`src/rtl/isw_pkg.sv`:
```
package isw_pkg;
   localparam int LVL_W     = 2;
   localparam int MAX_LVLS  = 4;
   localparam int CSR_AW    = 4;

   typedef enum logic [1:0] {
      KIND_CUR  = 2'd0,
      KIND_PREV = 2'd1,
      KIND_TRAP = 2'd2,
      KIND_BASE = 2'd3
   } csr_kind_e;

   typedef struct packed {
      csr_kind_e        kind;
      logic [LVL_W-1:0] lvl;
   } csr_sel_t;
endpackage

```
`src/rtl/isw_level_bank.sv`:
```
module isw_level_bank
   import isw_pkg::*;
#(
   parameter int NS_W     = 8,
   parameter int ADDR_W   = 16,
   parameter bit TABLE_EN = 1'b1
) (
   input  logic              clk,
   input  logic              rst_n,
   input  logic              save_en,
   input  logic [NS_W-1:0]   save_ns,
   input  logic              wr_en,
   input  csr_kind_e         wr_kind,
   input  logic [ADDR_W-1:0] wr_data,
   output logic [NS_W-1:0]   prev_q,
   output logic [NS_W-1:0]   trap_q,
   output logic [ADDR_W-1:0] base_q
);
   always_ff @(posedge clk or negedge rst_n) begin
      if (!rst_n)                            prev_q <= '0;
      else if (save_en)                      prev_q <= save_ns;
      else if (wr_en && wr_kind == KIND_PREV) prev_q <= wr_data[NS_W-1:0];
   end

   always_ff @(posedge clk or negedge rst_n) begin
      if (!rst_n)                            trap_q <= '0;
      else if (wr_en && wr_kind == KIND_TRAP) trap_q <= wr_data[NS_W-1:0];
   end

   generate
      if (TABLE_EN) begin : g_base
         always_ff @(posedge clk or negedge rst_n) begin
            if (!rst_n)                            base_q <= '0;
            else if (wr_en && wr_kind == KIND_BASE) base_q <= wr_data;
         end
      end else begin : g_nobase
         assign base_q = '0;
      end
   endgenerate
endmodule

```
`src/rtl/isw_table_fetch.sv`:
```
module isw_table_fetch #(
   parameter int ADDR_W  = 16,
   parameter int CAUSE_W = 5
) (
   input  logic               clk,
   input  logic               rst_n,
   input  logic               start,
   input  logic [ADDR_W-1:0]  base,
   input  logic [CAUSE_W-1:0] cause,
   input  logic               mem_ack,
   output logic               mem_req,
   output logic [ADDR_W-1:0]  mem_addr,
   output logic               done
);
   localparam int ENTRY_SHIFT = 2;

   logic [ADDR_W-1:0] entry_off;
   assign entry_off = ADDR_W'(cause) << ENTRY_SHIFT;
   assign done      = mem_req && mem_ack;

   always_ff @(posedge clk or negedge rst_n) begin
      if (!rst_n) begin
         mem_req  <= 1'b0;
         mem_addr <= '0;
      end else if (start) begin
         mem_req  <= 1'b1;
         mem_addr <= base + entry_off;
      end else if (done) begin
         mem_req  <= 1'b0;
      end
   end
endmodule

```
`src/rtl/isans_trap_switch.sv`:
```
module isans_trap_switch
   import isw_pkg::*;
#(
   parameter int NS_W     = 8,
   parameter int ADDR_W   = 16,
   parameter int CAUSE_W  = 5,
   parameter bit HYP_EN   = 1'b0,
   parameter bit TABLE_EN = 1'b1
) (
   input  logic               clk,
   input  logic               rst_n,
   input  logic               trap_valid,
   input  logic [1:0]         trap_level,
   input  logic [CAUSE_W-1:0] trap_cause,
   input  logic               ret_valid,
   input  logic [1:0]         ret_level,
   input  logic               csr_we,
   input  logic [3:0]         csr_addr,
   input  logic [ADDR_W-1:0]  csr_wdata,
   output logic [ADDR_W-1:0]  csr_rdata,
   output logic               mem_req,
   output logic [ADDR_W-1:0]  mem_addr,
   input  logic               mem_ack,
   input  logic [NS_W-1:0]    mem_rdata,
   output logic               busy,
   output logic [NS_W-1:0]    cur_ns,
   output logic [1:0]         cur_priv
);
   localparam int LEVELS = HYP_EN ? 4 : 3;
   localparam logic [LVL_W-1:0] TOP_LVL = LVL_W'(LEVELS - 1);

   initial begin
      assert (ADDR_W >= NS_W) else $error("ADDR_W must hold a namespace");
      assert (ADDR_W >= CAUSE_W + 2) else $error("ADDR_W too small for cause offset");
      assert (NS_W > 0) else $error("NS_W must be positive");
   end

   csr_sel_t          sel;
   logic              trap_lvl_ok, ret_lvl_ok, csr_lvl_ok;
   logic              trap_go, ret_go, csr_go;
   logic              use_table, fetch_done;
   logic [NS_W-1:0]   prev_arr [MAX_LVLS];
   logic [NS_W-1:0]   trap_arr [MAX_LVLS];
   logic [ADDR_W-1:0] base_arr [MAX_LVLS];

   assign sel         = csr_sel_t'(csr_addr);
   assign trap_lvl_ok = int'(trap_level) < LEVELS;
   assign ret_lvl_ok  = int'(ret_level) < LEVELS;
   assign csr_lvl_ok  = int'(sel.lvl) < LEVELS;

   assign trap_go = trap_valid && !busy && trap_lvl_ok;
   assign ret_go  = ret_valid && !busy && ret_lvl_ok && !trap_go;
   assign csr_go  = csr_we && !busy && !trap_go && !ret_go;

   genvar i;
   generate
      for (i = 0; i < MAX_LVLS; i++) begin : g_lvl
         if (i < LEVELS) begin : g_live
            isw_level_bank #(
               .NS_W(NS_W), .ADDR_W(ADDR_W), .TABLE_EN(TABLE_EN)
            ) u_bank (
               .clk     (clk),
               .rst_n   (rst_n),
               .save_en (trap_go && trap_level == LVL_W'(i)),
               .save_ns (cur_ns),
               .wr_en   (csr_go && sel.lvl == LVL_W'(i) && sel.kind != KIND_CUR),
               .wr_kind (sel.kind),
               .wr_data (csr_wdata),
               .prev_q  (prev_arr[i]),
               .trap_q  (trap_arr[i]),
               .base_q  (base_arr[i])
            );
         end else begin : g_absent
            assign prev_arr[i] = '0;
            assign trap_arr[i] = '0;
            assign base_arr[i] = '0;
         end
      end
   endgenerate

   assign use_table = base_arr[trap_level] != '0;

   isw_table_fetch #(
      .ADDR_W(ADDR_W), .CAUSE_W(CAUSE_W)
   ) u_fetch (
      .clk      (clk),
      .rst_n    (rst_n),
      .start    (trap_go && use_table),
      .base     (base_arr[trap_level]),
      .cause    (trap_cause),
      .mem_ack  (mem_ack),
      .mem_req  (mem_req),
      .mem_addr (mem_addr),
      .done     (fetch_done)
   );

   assign busy = mem_req;

   always_ff @(posedge clk or negedge rst_n) begin
      if (!rst_n)                          cur_ns <= '0;
      else if (trap_go && !use_table)      cur_ns <= trap_arr[trap_level];
      else if (fetch_done)                 cur_ns <= mem_rdata;
      else if (ret_go)                     cur_ns <= prev_arr[cur_priv];
      else if (csr_go && sel.kind == KIND_CUR) cur_ns <= csr_wdata[NS_W-1:0];
   end

   always_ff @(posedge clk or negedge rst_n) begin
      if (!rst_n)       cur_priv <= TOP_LVL;
      else if (trap_go) cur_priv <= trap_level;
      else if (ret_go)  cur_priv <= ret_level;
   end

   always_comb begin
      csr_rdata = '0;
      unique case (sel.kind)
         KIND_CUR:  csr_rdata = ADDR_W'(cur_ns);
         KIND_PREV: if (csr_lvl_ok) csr_rdata = ADDR_W'(prev_arr[sel.lvl]);
         KIND_TRAP: if (csr_lvl_ok) csr_rdata = ADDR_W'(trap_arr[sel.lvl]);
         KIND_BASE: if (csr_lvl_ok) csr_rdata = base_arr[sel.lvl];
         default:   csr_rdata = '0;
      endcase
   end
endmodule

```
`config.mk`:
```
export PLATFORM = sky130hd
export DESIGN_NAME = isans_trap_switch
export DESIGN_NICKNAME = d
export VERILOG_FILES = /design/src/rtl/isw_pkg.sv /design/src/rtl/isw_level_bank.sv /design/src/rtl/isw_table_fetch.sv /design/src/rtl/isans_trap_switch.sv
export SDC_FILE = /design/constraint.sdc
export NUM_CORES = 1
export LEC_CHECK = 0
export BUFFER_PORTS_ARGS = -buffer_cell sky130_fd_sc_hd__buf_2
export CAP_MARGIN = 20
export CORE_MARGIN = 5
export CORE_UTILIZATION = 51
export CTS_CLUSTER_DIAMETER = 50
export DETAILED_ROUTE_END_ITERATION = 10
export PLACE_DENSITY = 0.82
export SLEW_MARGIN = 30
export SYNTH_ARGS = -nofsm -noshare
export SYNTH_HDL_FRONTEND = slang
export SYNTH_HIERARCHICAL = 1
export SYNTH_SLANG_ARGS = --single-unit
```
`constraint.sdc`:
```
create_clock -name clk -period 4.2 [get_ports clk]
set_input_delay 0.42 -clock clk [delete_from_list [all_inputs] [get_ports clk]]
set_output_delay 0.42 -clock clk [all_outputs]
set_load 0.005 [all_outputs]
```
== After elaboration in Yosys (flattened, before gate mapping) ==
Index checks and enable logic that the tools add are counted.
Storage, ports and cells
  register bits: 123
Operators by class
  muxes and demuxes: 36
  equality and inequality tests: 7
  bitwise gates (word level): 3
  $lt $le $gt $ge: 6
  reduce and logical (&&, ||, !) cells: 45
  $add $sub $neg: 1
Operators by type and width (count)
  8-bit two-way mux: 20
  16-bit two-way mux: 5
  16-bit binary-select mux with 2-bit select: 2
  8-bit binary-select mux with 2-bit select: 4
  16-bit case mux with 4 select lines: 1
  1-bit logical AND: 30
  16-bit by 7-bit adder with 16-bit output: 1
  16-bit nonzero test: 1
  2-bit nonzero test: 6
  3-bit greater-or-equal comparator, second input constant: 3
  2-bit inverter with 3-bit output: 3
  2-bit equality test, second input constant: 4
  2-bit by 1-bit equality test with 1-bit output, second input constant: 3
  2-bit logical NOT: 3
  2-bit < comparator, second input constant: 3
  1-bit logical NOT: 4
  2-bit two-way mux: 2
  4-bit nonzero test: 1
  1-bit two-way mux: 2

== Longest topological paths before layout ==
Gate-level depths: netlist (run 1).
  word-level depth: 12
  gate-level depth with buffers: 13

== Cells and area by module ==
The synthesis (run 1) kept the hierarchy.
By module, submodules not included
  isw_level_bank: cells each 95, area an instance 1333.8 sq um, instances 3
  isans_trap_switch: cells each 315, area an instance 2364.8 sq um, instances 1
  isw_table_fetch: cells each 115, area an instance 1114.8 sq um, instances 1

== Worst setup path after synthesis (run 1) ==
No wires, ideal clock.
  path kind: input port to flip-flop
  start point: input port trap_level[0]
  end point: register u_fetch.mem_addr[7]
  buffers on the path: 3
  setup time: 71 ps
  path slack: 1485 ps
  data arrival time: 2644 ps
  stages on the path: 11
  required time: 4129 ps
  path through: buf_6 -> buf_2 -> mux2i_1 -> o2bb2ai_1 -> nor4_2 -> nand4_1 -> and2_1 -> buf_4 -> clkinv_1 -> or4_2 -> nand4_1
Between the ends
  word-level cells in the longest chain between the ends: 6
RTL lines
  start, declared: RTL line isans_trap_switch.sv:13  | input logic [1:0] trap_level,
  branches (longest 6 deep; another with 16-bit by 7-bit adder with 16-bit output)
  end signal, assigned: RTL line isw_table_fetch.sv:27  | mem_addr <= base + entry_off;
  end, declared: RTL line isw_table_fetch.sv:12  | output logic [ADDR_W-1:0] mem_addr,
Several ways; the timed one is not identified. The select of a mux whose other input is x is not followed.
A chain may end at the register's enable or synchronous reset.

== Worst setup path after layout (run 1) ==
  start point: input port csr_addr[0]
  end point: output port csr_rdata[1]
Between the ends
  word-level cells in the longest chain between the ends: 6
RTL lines
  start, declared: RTL line isans_trap_switch.sv:18  | input logic [3:0] csr_addr,
  2-bit inverter with 3-bit output (implied by the code): RTL line isans_trap_switch.sv:117, isans_trap_switch.sv:118, isans_trap_switch.sv:119
  16-bit binary-select mux with 2-bit select (tied with other cells): RTL line isans_trap_switch.sv:119  | KIND_BASE: if (csr_lvl_ok) csr_rdata = base_arr[sel.lvl];
  16-bit two-way mux (implied by the code) (tied with other cells) (2 in a row): RTL line isans_trap_switch.sv:119
  16-bit two-way mux (tied with other cells): RTL line isans_trap_switch.sv:119
  16-bit case mux with 4 select lines *: RTL line isans_trap_switch.sv:115  | unique case (sel.kind)
  end, declared: RTL line isans_trap_switch.sv:20  | output logic [ADDR_W-1:0] csr_rdata,
Mark *: on every way between the ends. The rest lies on a longest branch, timed or not. The select of a mux whose other input is x is not followed.

==> impl_metrics.py, run 1 <==
metrics = {
    "global_route": {
        "grt_pass1_wl_um": 32800,
        "grt-ovfl-total": 0,
        "grt_max_degree": 49,
        "antenna_found_initial": 0,
        "grt_pass1_vias": 6038,
        "grt_usage_pct": 23.5,
    },
    "finish": {
        "fin_nets": 831,
        "most-common-layout-cells": "122 x dfrtp_1, 85 x buf_2, 74 x mux2i_1, 74 x a21oi_1, 73 x nand2_1",
        "area_growth_pct": 14.0,
        "stdcell_count": 979,
        "drive_gt1_share_pct": 28.9,
        "stdcell_area_sq_mm": 0.00853,
        "fill_cells": 1194,
        "final_common_cell": "dfrtp_1",
        "n_antenna_cell": 0,
    },
    "setup_path": {
        "cpMostUsedCell": "buf_2",
        "path_buf_inv": 2,
        "cp-end-kind": "output pin",
        "worst-endpoint-arrival_ns": 2.64,
        "worstSetupPathType": "primary input to output pin",
        "reg2reg_depth": 7,
        "crit_end": "csr_rdata[1]",
        "timing.rr.start": "u_fetch/mem_req$_DFFE_PN0P_",
        "critical_path.cell_chain": "buf_2 > nor2b_4 > nand2_1 > o21ai_0 > mux4_2 > buf_2",
        "slowest_delay_ns": 0.88,
        "slowest_stage": "nor2b_4",
        "r2r_end": "g_lvl[1].g_live.u_bank/base_q[5]$_DFFE_PN0P_",
        "rrSetupSlack_ns": 1.30,
        "crit_fanout": 36,
        "worst-path-stages": 6,
        "cp_top_family": "simple AND/OR/NAND/NOR gates",
        "start_kind": "primary input",
        "cp-startpoint": "csr_addr[0]",
        "critPathRequiredTime_ns": 3.78,
    },
    "timing": {
        "finClkSkew_ns": 0.00708,
        "worstMarginPinSlew_ns": 0.987,
        "timing.final.crit_share_pct": 72.8,
        "rsz0062_at_grt": "false",
        "hold_viol": 0,
        "drv_slew": 0,
        "fin_setup_tns_ns": 0,
        "max_freq_mhz": 327,
        "fin_crit_ns": 3.06,
        "timing.slew.headroom_pct": 34.2,
        "finalSetupViolCount": 0,
    },
    "power": {
        "leakage_nw": 4.00,
        "power.density_mw_per_mm2": 614,
        "ir_drop_uv": 361,
    },
    "detailed_routing": {
        "route.detailed.drc": 0,
        "vias": 6046,
        "wl_per_cell_um": 20.7,
        "drtPass1Iterations": 5,
        "wirelength_um": 20300,
        "drt_first_iter_violations": 606,
        "antenna_left": 0,
        "routed_via_density": 6.18,
    },
    "synthesis": {
        "synth_seq_cells": 123,
        "synth_fp_nets": 764,
        "postSynth.asyncResetShare_pct": 100,
        "yosysWarnings": 6,
        "syn_area_sq_mm": 0.00748,
        "synth_edf_count": 0,
        "ys.flop_type": "dfrtp_1",
        "ys_seq_area_share_pct": 41.2,
        "synthDistinctLibCells": 60,
        "synth_area_per_cell_sq_um": 10.5,
        "netlist_instances": 715,
    },
    "hold_path": {
        "hp-class": "primary input to async pin",
    },
    "placed_design": {
        "place_area_sq_mm": 0.00795,
        "post-place-cells": 947,
        "place.gp.congestion": 0.853,
        "hpwl_um": 13800,
        "port_buffers": 86,
    },
    "cts": {
        "cts_setup_buffers": 0,
        "ctsResizeCount": 0,
        "cts_root_buf": "clkbuf_16",
        "cts-hold-fix-buffers": 0,
        "cts.clk_slew.worst_paths_ns": 0.06,
        "clk_latency_ns": 0.42,
        "cts_buffer_depth": 2,
        "cts_sinks": 123,
        "cts_buffers": 17,
        "cts_tree": "done",
        "h-tree-depth": 4,
    },
    "floorplan": {
        "die_w_um": 131,
        "initial_core_util_pct": 51.7,
        "top_level_ports": 87,
        "rows": 44,
        "design.die.area_sq_mm": 0.0172,
        "die_h_um": 131,
        "core_sq_mm": 0.0145,
    },
    "status": {
        "outcome": "finished, final reports clean",
    },
    "flow_run": {
        "maxCapViolCount": 0,
    },
}
==> layer usage <==
layer | part of all wire (%) | track usage (%) | wire (um) | vias to the layer above
met5 | 0 | 0 | 0 | -
met4 | 3.2 | 9.87 | 648 | 0
met3 | 6.7 | 5.05 | 1370 | 63
met2 | 48 | 36.3 | 9670 | 272
met1 | 42 | 32.3 | 8610 | 2973
li1 | - | - | - | 2738
==> synth_stat cells, types with 5 or more instances <==
library cell  instances  area [sq um]
dfrtp_1             122          3050
a21oi_1              74           370
mux2i_1              74           741
nand2_1              73           274
mux2_2               47           529
nor2_1               46           173
mux2_4               30           450
nor2b_1              28           175
o21ai_0              27           135
clkbuf_1             21          78.8
o2bb2ai_1            16           140
inv_1                15          56.3
buf_2                11          55.1
a211oi_1             10          75.1
buf_6                 8          90.1
mux4_2                8           180
o22ai_1               8          50.1
o2111ai_1             7          61.3
and2_1                5          31.3
ha_1                  5          62.6
o21a_1                5          37.5
==> sequential cells by signal, summed over array words and instances (netlist names) <==
name / flops
cur_priv: 2
u_fetch/mem_addr: 16
g_lvl.g_live.u_bank/prev_q: 24
cur_ns: 8
g_lvl.g_live.u_bank/base_q: 48
u_fetch/mem_req: 1
g_lvl.g_live.u_bank/trap_q: 24
==> stage by stage <==
step	power (mW)	setup WS [ns]	hold slack (ns)	util (%)
floorplan	3.19	1.48	0.124	-
global placement	3.71	0.998	0.476	54.9
detailed placement	3.78	0.940	0.470	54.9
CTS	5.23	1.20	0.0311	58.9
global route	5.53	1.07	0.0654	58.9
finish	5.24	1.14	0.0192	58.9
==> layout make-up <==
type,instances,area (sq um),area share [%]
well taps,184,230,2.70
clock inverters,15,150,1.76
clock buffers,17,425,4.99
multi-input cells,530,4090,48.0
repair buffers,94,493,5.78
flip-flops and latches,123,3080,36.1
inverters,16,60.1,0.704
==> how the worst min path moves through the flow <==
stage                                                   end  slack [ns]  cells after the start
6_report       g_lvl[2].g_live.u_bank/prev_q[0]$_DFFE_PN0P_        0.02                      1
5_1_grt        g_lvl[1].g_live.u_bank/prev_q[4]$_DFFE_PN0P_        0.07                      1
4_1_cts        g_lvl[2].g_live.u_bank/prev_q[0]$_DFFE_PN0P_        0.03                      1
3_5_place_dp                u_fetch/mem_addr[6]$_DFFE_PN0P_        0.47                      1
3_3_place_gp                u_fetch/mem_addr[6]$_DFFE_PN0P_        0.48                      1
2_1_floorplan                         cur_ns[0]$_DFFE_PN0P_        0.12                      0
==> report_power, final <==
part | switching, mW | internal, mW
Combinational | 0.846 | 0.852
Clock | 0.564 | 0.870
Sequential | 0.458 | 1.65
Total | 1.87 | 3.37
==> cells by family after synthesis <==
kind of cell,after synthesis,share of synthesized area (%)
muxes,159,25.4
DFF,123,41.2
buffers and inverters,62,4.25
and+or+nand+nor,193,13.4
adders and majority gates,6,1.10
AOI/OAI and AO/OA,171,14.6
xor gates and xnor gates,1,0.117
Power figures use the tool's default switching activity.
==> run 2, diff against run 1 <==
- ABC_AREA: not set -> 1
- PLACE_DENSITY: 0.82 -> 0.85
- clock period: 4.2 -> 2.7 ns (I/O delays scaled with it)
==> run 2 against run 1 <==
Routed wire length rose by 27%. Sequential cell count is the same. Clock power grew 55%. Sequential share of layout area is 2.3 points lower. Synthesized cell count is 55% higher. Global-route usage rose by 5.0 points. Setup slack worse by 0.70 ns. Synthesized area grew 6.7%. Count of clock-buffer cells in the layout stayed put. Power up 49%. Hold slack improved by 0.034 ns. Critical path type is now register to register. Critical endpoint is now g_lvl[0].g_live.u_bank/prev_q[6]$_DFFE_PN0P_. Largest power group unchanged. Highest routed layer unchanged.
==> impl_metrics.py, run 2 <==
metrics = {
    "detailed_routing": {
        "drt_first_iter_violations": 1119,
        "routed_via_density": 5.70,
        "drtPass1Iterations": 6,
        "antenna_left": 0,
        "vias": 8072,
        "wirelength_um": 25700,
        "route.detailed.drc": 0,
        "wl_per_cell_um": 18.2,
    },
    "synthesis": {
        "synth.most_common_cell": "nand2_1",
        "synthTopCellsByCount": "375 x nand2_1, 141 x nand3_1, 124 x inv_1",
        "synth_fp_nets": 1155,
        "netlist_instances": 1106,
        "yosysTopAreaCellShare_pct": 38.3,
        "yosysTopAreaCell": "dfrtp_1",
        "yosysWarnings": 6,
        "synth_edf_count": 0,
        "postSynth.asyncResetShare_pct": 100,
        "ys.flop_type": "dfrtp_1",
        "syn_area_sq_mm": 0.00798,
        "synth_area_per_cell_sq_um": 7.22,
        "synthDistinctLibCells": 37,
        "synth_seq_cells": 123,
        "ys_seq_area_share_pct": 38.6,
        "synthTopCellsByArea": "dfrtp_1 38%, nand2_1 18%, nand3_1 8.8%, inv_1 5.8%, o21ai_0 4.0%",
    },
    "power": {
        "p_sw_share_pct": 40.4,
        "clkPwrFrac_pct": 28.2,
        "power.density_mw_per_mm2": 859,
        "p_switching_mw": 3.16,
        "ir_drop_uv": 518,
        "leakage_nw": 4.68,
        "p_int_mw": 4.67,
        "pwr-share-seq_pct": 39.8,
        "p_comb_share_pct": 32.0,
    },
    "flow_run": {
        "maxCapViolCount": 0,
    },
    "timing": {
        "worstMarginPinSlew_ns": 0.672,
        "hold_viol": 0,
        "timing.final.crit_share_pct": 83.6,
        "finClkSkew_ns": 0.0106,
        "timing.slew.headroom_pct": 55.2,
        "fin_crit_ns": 2.26,
        "rsz0062_at_grt": "false",
        "timing.hold.ws_ns": 0.0530,
        "max_freq_mhz": 443,
        "finalSetupViolCount": 0,
        "fin_setup_tns_ns": 0,
        "drv_slew": 0,
    },
    "setup_path": {
        "worstSetupPathType": "register to register",
        "critical_path.cell_chain": "inv_1 > nand3_1 > nand4_1 > nor3_1 > buf_4 > nand3_2 > nand2_4 > nand2_1 > nand2_1",
        "cpMostUsedCell": "nand2_1",
        "timing.rr.start": "u_fetch/mem_req$_DFFE_PN0P_",
        "slowest_delay_ns": 0.41,
        "crit_fanout": 9,
        "r2r_end": "g_lvl[0].g_live.u_bank/prev_q[6]$_DFFE_PN0P_",
        "reg2reg_depth": 9,
        "critPathRequiredTime_ns": 3.07,
        "start_kind": "register",
        "cp-end-kind": "register",
        "slowest_stage": "dfrtp_1",
        "rrSetupSlack_ns": 0.44,
        "worst-endpoint-arrival_ns": 2.63,
    },
    "cts": {
        "cts_tree": "done",
        "ctsResizeCount": 0,
        "cts_buffers": 17,
        "cts_sinks": 123,
        "h-tree-depth": 4,
        "cts.clk_slew.worst_paths_ns": 0.06,
        "cts_buffer_depth": 2,
        "clk_latency_ns": 0.43,
        "cts_root_buf": "clkbuf_16",
    },
    "placed_design": {
        "place.gp.congestion": 0.975,
        "post-place-cells": 1382,
        "hpwl_um": 18900,
        "port_buffers": 86,
    },
    "floorplan": {
        "die_w_um": 135,
        "die_h_um": 135,
        "initial_core_util_pct": 52.3,
        "rows": 45,
        "top_level_ports": 87,
        "core_sq_mm": 0.0153,
        "design.die.area_sq_mm": 0.0182,
    },
    "finish": {
        "stdcell_count": 1415,
        "area_growth_pct": 14.3,
        "final_common_cell": "nand2_1",
        "fin_nets": 1240,
        "most-common-layout-cells": "375 x nand2_1, 141 x nand3_1, 124 x inv_1",
        "n_antenna_cell": 0,
        "fin_util_pct": 59.8,
        "regMostFlops": "g_lvl.g_live.u_bank/base_q",
        "drive_gt1_share_pct": 19.9,
        "largest_reg_flops": 48,
        "fill_cells": 1372,
        "largestRegisters": "g_lvl.g_live.u_bank/base_q: 48 flops, g_lvl.g_live.u_bank/prev_q: 24 flops, g_lvl.g_live.u_bank/trap_q: 24 flops",
    },
    "hold_path": {
        "worstHoldPathCells": 2,
        "hp-class": "primary input to register",
        "hold_end": "u_fetch/mem_req$_DFFE_PN0P_",
        "min-delay-start": "mem_ack",
    },
    "global_route": {
        "grt_pass1_wl_um": 40400,
        "grt_max_degree": 50,
        "antenna_found_initial": 0,
        "grt-ovfl-total": 0,
        "grt_pass1_vias": 7476,
        "grt_usage_pct": 28.5,
    },
    "status": {
        "outcome": "finished, final reports clean",
    },
}
-- run 2: worst max path at each step --
stage / slack (ns) / cells past startpoint / startpoint / end
final: 0.44 / 9 / u_fetch/mem_req$_DFFE_PN0P_ / g_lvl[0].g_live.u_bank/prev_q[6]$_DFFE_PN0P_
after global routing: 0.29 / 8 / u_fetch/mem_req$_DFFE_PN0P_ / cur_ns[6]$_DFFE_PN0P_
after CTS: 0.41 / 7 / u_fetch/mem_req$_DFFE_PN0P_ / g_lvl[0].g_live.u_bank/prev_q[6]$_DFFE_PN0P_
after detailed placement: 0.19 / 16 / trap_level[1] / u_fetch/mem_addr[14]$_DFFE_PN0P_
after global placement: 0.28 / 9 / trap_level[1] / g_lvl[0].g_live.u_bank/prev_q[2]$_DFFE_PN0P_
after floorplan: 0.54 / 16 / trap_level[0] / u_fetch/mem_addr[14]$_DFFE_PN0P_
-- run 2: critical path: cells and delay by family (launching register included) --
| kind | cells | cell delay [ns] |
|---|---|---|
| simple gates | 7 | 1.42 |
| buf+inv | 2 | 0.36 |
| flops | 1 | 0.41 |
-- run 2: power by group through the flow --
stage,clock [mW],sequential (mW),combinational [mW]
3_5_place_dp,0,3.09,2.46
3_3_place_gp,0,3.09,2.39
6_report,2.21,3.11,2.50
4_1_cts,2.22,3.08,2.47
2_1_floorplan,0,2.88,1.68
5_1_grt,2.30,3.17,2.80
-- run 2: area by class of cell --
| cell class | count | area (sq um) | share of cell area [%] |
|---|---|---|---|
| Clock buffer | 17 | 425 | 4.67 |
| Inverter | 137 | 517 | 5.67 |
| Tap cell | 211 | 264 | 2.90 |
| Sequential cell | 123 | 3080 | 33.8 |
| Timing Repair Buffer | 113 | 651 | 7.14 |
| Multi-Input combinational cell | 799 | 4040 | 44.3 |
| Clock inverter | 15 | 143 | 1.56 |
-- run 2: stage by stage --
step           power, mW  worst slack, ns  instance area, sq um
2_1_floorplan       4.55            0.540                  7980
3_3_place_gp        5.48            0.283                  8540
3_5_place_dp        5.55            0.190                  8540
4_1_cts             7.77            0.410                  9110
5_1_grt             8.27            0.286                  9120
6_report            7.83            0.443                  9120
-- run 2: cells by family (layout without fill, tap and decap cells) --
kind of cell | after synthesis | after routing | share of synthesized area (%)
simple gates | 626 | 626 | 36.5
compound gates | 165 | 165 | 12.8
flops | 123 | 123 | 38.6
xor+xnor | 2 | 2 | 0.220
buf+inv | 184 | 282 | 10.8
fa+ha+maj | 6 | 6 | 1.03
-- run 2: routing by layer --
| layer | global-route usage [%] | up-vias | part of all wire, % |
|---|---|---|---|
| li1 | - | 3763 | - |
| met5 | 0 | - | 0 |
| met3 | 5.85 | 73 | 11 |
| met2 | 43.9 | 483 | 46 |
| met4 | 10.7 | 0 | 3.3 |
| met1 | 39.8 | 3753 | 40 |
-- run 2: what timing repair did --
item | 4_1_cts | 5_1_grt
buffers inserted | 0 | 0
setup endpoints to repair | 0 | 0
endpoints found under the hold margin | 45 | 0
hold buffers | 1 | 0
==> run 3, diff against run 2 <==
- clock period: 2.7 -> 2 ns (I/O delays scaled with it)
==> run 3 against run 2 <==
Largest cell class unchanged. Via count is 2.5% higher. Non-clock buffer count up 40. Core utilization grew 2.8 points.
==> impl_metrics.py, run 3 (synthesized netlist as in run 2, its figures left out) <==
metrics = {
    "status": {
        "outcome": "finished, final reports clean",
    },
    "power": {
        "leakage_nw": 4.94,
        "ir_drop_uv": 653,
        "power.density_mw_per_mm2": 1130,
    },
    "setup_path": {
        "cp-end-kind": "register",
        "worst-endpoint-arrival_ns": 2.19,
        "critPathRequiredTime_ns": 2.32,
        "start_kind": "register",
        "worstSetupPathType": "register to register",
        "crit_fanout": 3,
    },
    "detailed_routing": {
        "vias": 8273,
        "top_layer": "met4",
        "drtPass1Iterations": 6,
        "route.detailed.drc": 0,
        "routed_via_density": 5.69,
        "drt_first_iter_violations": 1174,
        "wl_per_cell_um": 18.1,
        "wl_met1_um": 10900,
        "wirelength_um": 26300,
        "wl_met3_um": 2720,
        "dr_wl_met2_um": 11500,
        "antenna_left": 0,
    },
    "finish": {
        "regMostFlops": "g_lvl.g_live.u_bank/base_q",
        "fin_nets": 1280,
        "stdcell_area_sq_mm": 0.00954,
        "stdcell_count": 1455,
        "final_common_cell": "nand2_1",
        "most-common-layout-cells": "374 x nand2_1, 140 x nand3_1, 123 x inv_1",
        "area_growth_pct": 19.5,
        "largestRegisters": "g_lvl.g_live.u_bank/base_q: 48 flops, g_lvl.g_live.u_bank/prev_q: 24 flops, g_lvl.g_live.u_bank/trap_q: 24 flops",
        "drive_gt1_share_pct": 22.9,
        "n_antenna_cell": 0,
        "fin_util_pct": 62.5,
        "fill_cells": 1347,
        "largest_reg_flops": 48,
    },
    "floorplan": {
        "core_sq_mm": 0.0153,
        "die_w_um": 135,
        "initial_core_util_pct": 52.3,
        "rows": 45,
        "design.die.area_sq_mm": 0.0182,
        "top_level_ports": 87,
        "die_h_um": 135,
    },
    "timing": {
        "drv_slew": 0,
        "hold_viol": 0,
        "finalSetupViolCount": 0,
        "timing.slew.headroom_pct": 63.2,
        "timing.final.crit_share_pct": 93.7,
        "timing.hold.ws_ns": 0.00971,
        "max_freq_mhz": 534,
        "worstMarginPinSlew_ns": 0.551,
        "rsz0062_at_grt": "false",
        "finClkSkew_ns": 0.00944,
        "fin_crit_ns": 1.87,
    },
    "global_route": {
        "antenna_found_initial": 0,
        "grt-ovfl-total": 0,
        "grt_max_degree": 95,
        "grt_usage_pct": 29.4,
        "grt_pass1_vias": 7697,
        "grt_pass1_wl_um": 41600,
    },
    "cts": {
        "h-tree-depth": 4,
        "cts_sinks": 123,
        "cts.clk_slew.worst_paths_ns": 0.06,
        "cts_tree": "done",
        "cts_root_buf": "clkbuf_16",
        "clk_latency_ns": 0.43,
        "cts_buffers": 17,
        "cts_buffer_depth": 2,
    },
    "placed_design": {
        "place.gp.congestion": 0.993,
        "place_area_sq_mm": 0.00893,
        "post-place-cells": 1420,
        "port_buffers": 86,
        "hpwl_um": 19600,
    },
    "hold_path": {
        "hp-class": "primary input to register",
    },
    "flow_run": {
        "maxCapViolCount": 0,
    },
}
[run 3: cell types whose count changed in the layout (fill, tap and decap cells not counted), moves of 2 or more]
cell,before,now
buf_4,26,58
buf_12,1,8
inv_6,3,1
clkinv_2,2,5
[run 3: metal layers]
layer  track usage (%)  vias up
met3              6.82       91
met5                 0        -
met2              43.0      491
met4              14.0        0
li1                  -     3842
met1              41.2     3849
[run 3: cell type report]
cell class / instances / area, sq um / area share, %
clock buffers: 17 / 425 / 4.46
clock inverters: 15 / 151 / 1.59
inverters: 137 / 517 / 5.42
multi-input cells: 799 / 4060 / 42.6
flip-flops and latches: 123 / 3080 / 32.3
well taps: 211 / 264 / 2.77
repair buffers: 153 / 1040 / 10.9
[run 3: critical path, cell delays in order, from the launching register on]
cell and delay [ns]:
dfrtp_1 0.40, nand2_1 0.09, nand3_2 0.10, ha_2 0.19, inv_1 0.06, fa_2 0.35
inv_2 0.07, nand2_2 0.07, nand2_1 0.07, nand3_1 0.08, nand2_1 0.09, nand3_1 0.08
nand3_1 0.08, nand2_1 0.05
[run 3: per-stage QoR]
stage          setup TNS [ns]  worst slack [ns]  power (mW)
6_report                    0             0.127        10.8
5_1_grt                     0           0.00851        11.5
4_1_cts                     0            0.0867        10.7
3_5_place_dp          -0.0948           -0.0584        7.71
3_3_place_gp                0            0.0380        7.60
2_1_floorplan               0            0.0301        6.15
[run 3: worst paths after layout]
path,from,end,slack [ns],depth (start not counted)
max,g_lvl[2].g_live.u_bank/base_q[2]$_DFFE_PN0P_,u_fetch/mem_addr[14]$_DFFE_PN0P_,0.13,13
min,ret_level[0],cur_priv[0]$_DFFE_PN0P_,0.01,3
max reg2reg,g_lvl[2].g_live.u_bank/base_q[2]$_DFFE_PN0P_,u_fetch/mem_addr[14]$_DFFE_PN0P_,0.13,13
min reg2reg,u_fetch/mem_addr[1]$_DFFE_PN0P_,u_fetch/mem_addr[1]$_DFFE_PN0P_,0.46,2
max in group asynchronous,rst_n,cur_ns[1]$_DFFE_PN0P_,1.21,3
min in group asynchronous,rst_n,g_lvl[1].g_live.u_bank/base_q[11]$_DFFE_PN0P_,0.34,3
[run 3: power by group]
part / internal [mW] / switching [mW]
combinational: 1.47 / 2.18
clock: 1.83 / 1.17
sequential: 3.31 / 0.856
[run 3: what timing repair did]
action / CTS / global route
buffers inserted: 0 / 1
hold buffers: 2 / 0
hold endpoints to repair: 123 / 0
endpoints found under the setup margin: 0 / 3
resized for setup: 0 / 1
